`config.mk`:
```
export PLATFORM = sky130hd
export DESIGN_NAME = frac_pwm
export DESIGN_NICKNAME = d
export VERILOG_FILES = /design/src/rtl/frac_pwm_pkg.sv /design/src/rtl/frac_pwm_prescale.sv /design/src/rtl/frac_pwm_timebase.sv /design/src/rtl/frac_pwm_shape.sv /design/src/rtl/frac_pwm.sv
export SDC_FILE = /design/constraint.sdc
export NUM_CORES = 1
export LEC_CHECK = 0
export BUFFER_PORTS_ARGS = -buffer_cell sky130_fd_sc_hd__buf_2
export CAP_MARGIN = 20
export CORE_MARGIN = 2
export CORE_UTILIZATION = 40
export DETAILED_ROUTE_END_ITERATION = 10
export SLEW_MARGIN = 20
export SYNTH_ARGS = -nofsm -noshare
export SYNTH_HDL_FRONTEND = slang
export SYNTH_SLANG_ARGS = --single-unit
```
`constraint.sdc`:
```
create_clock -name clk -period 3.05 [get_ports clk]
set_clock_uncertainty 0.05 [all_clocks]
set_input_delay 0 -clock clk [delete_from_list [all_inputs] [get_ports clk]]
set_output_delay 0 -clock clk [all_outputs]
set_load 0.02 [all_outputs]
```
`src/rtl/frac_pwm_pkg.sv`:
```
// frac_pwm_pkg: shared widths and the stored duty word type for the
// dithered frame PWM generator.
// Assumes: frame length is 2^COARSE_W ticks, group length is 2^FINE_W frames.
package frac_pwm_pkg;
    parameter int SEL_W    = 2;   // divider select width
    parameter int COARSE_W = 5;   // coarse duty width, also slot counter width
    parameter int FINE_W   = 3;   // fine duty width, also frame index width

    // Prescaler counter width: largest divisor is 2^(2^SEL_W).
    localparam int CNT_W = 1 << SEL_W;

    typedef struct packed {
        logic [COARSE_W-1:0] coarse;
        logic [FINE_W-1:0]   fine;
    } duty_t;
endpackage

```
`src/rtl/frac_pwm_prescale.sv`:
```
// frac_pwm_prescale: produces a one-clock tick enable every 2^(div_sel+1)
// system clocks.
// Assumes: div_sel may change at any time. A saturating compare guarantees
// that a tick is produced even when the counter is already past the new limit.
module frac_pwm_prescale
    import frac_pwm_pkg::*;
(
    input  logic             clk,
    input  logic             rst_n,
    input  logic [SEL_W-1:0] div_sel,
    output logic             tick
);
    logic [CNT_W-1:0] cnt_q;
    logic [CNT_W:0]   cnt_last;

    // Purpose: terminal count for the selected divisor.
    always_comb begin
        cnt_last = ((CNT_W+1)'(2) << div_sel) - (CNT_W+1)'(1);
        tick     = ({1'b0, cnt_q} >= cnt_last);
    end

    // Purpose: free-running divider counter that restarts on every tick.
    always_ff @(posedge clk) begin
        if (!rst_n) begin
            cnt_q <= '0;
        end else if (tick) begin
            cnt_q <= '0;
        end else begin
            cnt_q <= cnt_q + 1'b1;
        end
    end
endmodule

```
`src/rtl/frac_pwm_timebase.sv`:
```
// frac_pwm_timebase: tick slot counter within a frame and frame index
// within a group. Flags the tick that closes a group.
// Assumes: tick is a single-clock enable.
module frac_pwm_timebase
    import frac_pwm_pkg::*;
(
    input  logic                clk,
    input  logic                rst_n,
    input  logic                tick,
    output logic [COARSE_W-1:0] slot,
    output logic [FINE_W-1:0]   frame,
    output logic                group_wrap
);
    logic [COARSE_W-1:0] slot_q;
    logic [FINE_W-1:0]   frame_q;

    // Purpose: flag the last tick of the last frame in the group.
    always_comb begin
        group_wrap = tick && (&slot_q) && (&frame_q);
    end

    // Purpose: advance the slot on each tick, and the frame when a slot wraps.
    always_ff @(posedge clk) begin
        if (!rst_n) begin
            slot_q  <= '0;
            frame_q <= '0;
        end else if (tick) begin
            slot_q <= slot_q + 1'b1;
            if (&slot_q) begin
                frame_q <= frame_q + 1'b1;
            end
        end
    end

    assign slot  = slot_q;
    assign frame = frame_q;
endmodule

```
`src/rtl/frac_pwm_shape.sv`:
```
// frac_pwm_shape: holds the duty word for the running group and forms the
// registered output level from slot, frame and the stored duty.
// Assumes: group_wrap marks the one tick on which a new duty may be taken.
module frac_pwm_shape
    import frac_pwm_pkg::*;
(
    input  logic                clk,
    input  logic                rst_n,
    input  logic                group_wrap,
    input  logic [COARSE_W-1:0] slot,
    input  logic [FINE_W-1:0]   frame,
    input  duty_t               duty_in,
    output duty_t               duty_q,
    output logic                pwm_q
);
    duty_t               shadow_q;
    logic [FINE_W-1:0]   frame_rev;
    logic                extra;
    logic [COARSE_W:0]   limit;
    logic                level;

    // Bit-reversed frame index spreads the extra ticks evenly over the group.
    for (genvar b = 0; b < FINE_W; b++) begin : g_rev
        assign frame_rev[b] = frame[FINE_W-1-b];
    end

    // Purpose: decide whether the current slot is inside the high time.
    always_comb begin
        extra = (frame_rev < shadow_q.fine);
        limit = {1'b0, shadow_q.coarse} + (COARSE_W+1)'(extra);
        level = ({1'b0, slot} < limit);
    end

    // Purpose: take a new duty word only at the group boundary.
    always_ff @(posedge clk) begin
        if (!rst_n) begin
            shadow_q <= '0;
        end else if (group_wrap) begin
            shadow_q <= duty_in;
        end
    end

    // Purpose: register the output level so the pin is glitch free.
    always_ff @(posedge clk) begin
        if (!rst_n) begin
            pwm_q <= 1'b0;
        end else begin
            pwm_q <= level;
        end
    end

    assign duty_q = shadow_q;
endmodule

```
`src/rtl/frac_pwm.sv`:
```
// frac_pwm: dithered frame PWM generator, top level.
// Chains the tick prescaler, the slot/frame time base and the output shaper.
// Assumes: a single clock domain and a synchronous active-low reset.
module frac_pwm
    import frac_pwm_pkg::*;
(
    input  logic                clk,
    input  logic                rst_n,
    input  logic [SEL_W-1:0]    cfg_div_sel,
    input  logic [COARSE_W-1:0] cfg_coarse,
    input  logic [FINE_W-1:0]   cfg_fine,
    output logic                pwm_out
);
    logic                tick;
    logic [COARSE_W-1:0] slot;
    logic [FINE_W-1:0]   frame;
    logic                group_wrap;
    duty_t               duty_in;
    duty_t               duty_q;

    assign duty_in.coarse = cfg_coarse;
    assign duty_in.fine   = cfg_fine;

    frac_pwm_prescale i_prescale (
        .clk     (clk),
        .rst_n   (rst_n),
        .div_sel (cfg_div_sel),
        .tick    (tick)
    );

    frac_pwm_timebase i_timebase (
        .clk        (clk),
        .rst_n      (rst_n),
        .tick       (tick),
        .slot       (slot),
        .frame      (frame),
        .group_wrap (group_wrap)
    );

    frac_pwm_shape i_shape (
        .clk        (clk),
        .rst_n      (rst_n),
        .group_wrap (group_wrap),
        .slot       (slot),
        .frame      (frame),
        .duty_in    (duty_in),
        .duty_q     (duty_q),
        .pwm_q      (pwm_out)
    );
endmodule

```
==> summary.md <==
| Metric | Value |
|---|---|
| Total congestion overflow | `0` |
| Post-Synth Adder-Cell Area | `0.167` |
| Initial Util | `0.428` |
| Yosys top cell area share | `0.350` |
| Fin. max-slew vios | `0` |
| Hold Path Origin | `rst_n` |
| Fill count | `around 290` |
| Die area | `~3500 sq um` |
| Most frequent cells in the layout | `27 x nand2_1, 21 x dfxtp_1, 16 x ha_1` |
| Die height | `approximately 59 um` |
| CP Launch Type | `flop` |
| Flop and latch count out of synthesis | `21` |
| Die X | `58.8 um` |
| Finish-stage setup viols | `0` |
| CP required | `between 3 and 4 ns` |
| Area share of and/or/nand/nor cells after synthesis | `0.205` |
| Synth Net Count | `between 150 and 200` |
| Post-route DRC | `0` |
| Port Buf Inserts | `12` |
| Total Routing Usage GR | `0.127` |
| Critical Path Fanout Max | `2` |
| # Max-Cap Violations | `0` |
| Cell taking the most area after synthesis | `dfxtp_1` |
| Distinct cells, synth | `31` |
| Antenna diodes | `0` |
| Post-synthesis xor/xnor area fraction | `0.0438` |
| Non-Filler Instances | `178` |
| Antenna violations before repair | `0` |
| Sink Count | `21` |
| CTS Buffer Depth | `2` |
| Row count | `19` |
| DR vias | `~880` |
| Min Clock Period, post-route | `about 2.2 ns` |
| Post-DP HPWL | `approximately 1400 um` |
| Worst Setup Path Type | `flop to flop` |
| Dominant cells by area after synthesis | `dfxtp_1 35%, ha_1 17%, mux2i_1 13%, nand2_1 8.4%, xnor2_1 2.9%` |
| Fmax | `about 450 MHz` |
| Cell area after synthesis | `approximately 1200 sq um` |
| Register area share after synthesis | `0.350` |
| Via/cell ratio | `slightly below 5` |
| Status | `completed` |
| Initial DRC count | `11` |
| Worst reg2reg startpoint | `i_shape.duty_q[1]` |
| Wire length of the first global-routing pass | `~3400 um` |
| RSZ-0062 raised after global routing | `no` |
| Relative slew slack | `0.664` |
| CTS clk-pin slew, worst paths | `0.11 ns` |
| CTS tree | `done` |
| Leakage | `0.000599 uW` |
| Worst EP arrival | `2.38 ns` |
| Post-synthesis async set-or-reset flop share | `0` |
| H-tree Lvls | `1` |
| Nets | `176` |
| Dominant synthesized flop cell | `dfxtp_1` |
| Yosys warns | `0` |
| Post-route ant nets | `0` |
| Most common cell after layout, fill and taps aside | `nand2_1` |
| Core Footprint | `2810 sq um` |
| Mean Syn Cell Area | `9.46 sq um` |
| Gate Count Post-Synth | `between 100 and 150` |
| Vias in the first global route | `around 830` |
| CP Capture Type | `flop` |
| Pre-Repair DR Iteration Count | `4` |
| VDD IR max | `0.228 mV` |
| Worst hold-check path type | `primary input to flop` |
| Hold slack | `approximately 0.14 ns` |
| Final Cycle Share | `0.721` |
| Setup crit start | `i_shape.duty_q[1]` |
| Reg2Reg Depth | `11` |
| Clk root buf | `clkbuf_4` |
| Boundary Pins | `13` |
| Later-pin clock latency in the skew report | `between 0.2 and 0.3 ns` |
| Compound-cell area share of the yosys netlist | `0.0750` |
| PostCTS Resize Cnt | `0` |
| WL final | `between 1500 and 2000 um` |
| TritonCTS Buffers | `3` |
| Final estimated routing congestion in global placement | `around 0.71` |
| Placed cells | `around 170` |
| Layout area overhead | `14.9%` |
| Largest net degree at the start of global routing | `33` |
| Final Hold Fails | `0` |
| Largest family of logic cells by synthesized area | `simple AND/OR/NAND/NOR gates` |
| Worst hold path depth | `3` |
| Final TNS setup | `0 ns` |
| PwrDens | `between 300 and 400 nW/um^2` |
| WL per Instance | `slightly above 10 um` |
| Slew of the pin with the lowest slew margin | `between 0.5 and 0.6 ns` |
| EDFF count, synth | `0` |
| Share of layout cells above drive strength 1 | `0.156` |
| Mux contribution to synthesized area | `0.125` |
## critical path: stages, from the launching register on
cell	delay [ns]
dfxtp_1	0.34
inv_1	0.04
ha_1	0.26
a21o_1	0.15
a21oi_1	0.14
ha_1	0.18
ha_1	0.22
inv_1	0.05
ha_1	0.22
a211oi_1	0.21
o21bai_1	0.10
a31oi_1	0.15
## layout make-up
class | count | area [sq um] | share of cell area
multi-input cells | 98 | 739 | 0.536
clock buffers | 4 | 26.3 | 0.0190
inverters | 4 | 15.0 | 0.0109
repair buffers | 20 | 140 | 0.102
flip-flops and latches | 21 | 420 | 0.305
well taps | 31 | 38.8 | 0.0281
## metrics by stage
step | setup WS, ns | total power (uW) | util | area (sq um)
after floorplan | 0.997 | 340 | - | 1200
after global placement | 0.910 | 353 | 0.454 | 1270
after detailed placement | 0.844 | 355 | 0.454 | 1270
after CTS | 0.808 | 501 | 0.492 | 1380
after global routing | 0.696 | 523 | 0.492 | 1380
final | 0.850 | 485 | 0.492 | 1380
## sequential cells by signal (all words and copies together) (netlist names)
register / count
i_timebase.slot: 5
i_timebase.frame: 3
i_prescale.cnt_q: 4
i_shape.pwm_q: 1
i_shape.duty_q: 8
## routing by layer
| layer | global-route usage | part of all wire | vias to the layer above |
|---|---|---|---|
| met1 | 0.172 | 0.51 | 405 |
| met5 | 0 | 0 | - |
| met3 | 0.0286 | 0.024 | 2 |
| met2 | 0.200 | 0.46 | 5 |
| met4 | 0.0390 | 0.010 | 0 |
| li1 | - | - | 472 |
## final timing paths
path | end | slack [ns]
max reg2reg | i_shape.pwm_q | 0.85
min reg2reg | i_shape.duty_q[2] | 0.41
min | i_timebase.frame[1] | 0.14
max | i_shape.pwm_q | 0.85
## synthesized netlist by cell type, types with 2 or more instances
library cell	number
a21oi_2	2
and3_1	2
clkbuf_1	2
dfxtp_1	21
ha_1	16
inv_1	4
mux2i_1	15
nand2_1	27
nand2b_1	5
nand3_1	4
nor2_1	4
nor2b_1	2
xnor2_1	4
xor2_1	2
## kinds of logic (layout without fill, tap and decap cells)
logic type	after synthesis	count (layout)
fa+ha+maj	16	16
simple gates	50	50
mux	15	15
compound gates	11	11
flops	21	21
buf+inv	8	28
xor+xnor	6	6
## report_power, final
group | switching (uW) | internal, uW
Sequential | 8.67 | 282
Clock | 79.2 | 50.8
Combinational | 30.4 | 33.7
Total | 118 | 367
## timing repair
action	CTS	global route
setup buffers	0	0
hold endpoints to repair	8	0
hold buffers	8	0
(Power assumes the default switching activity.)
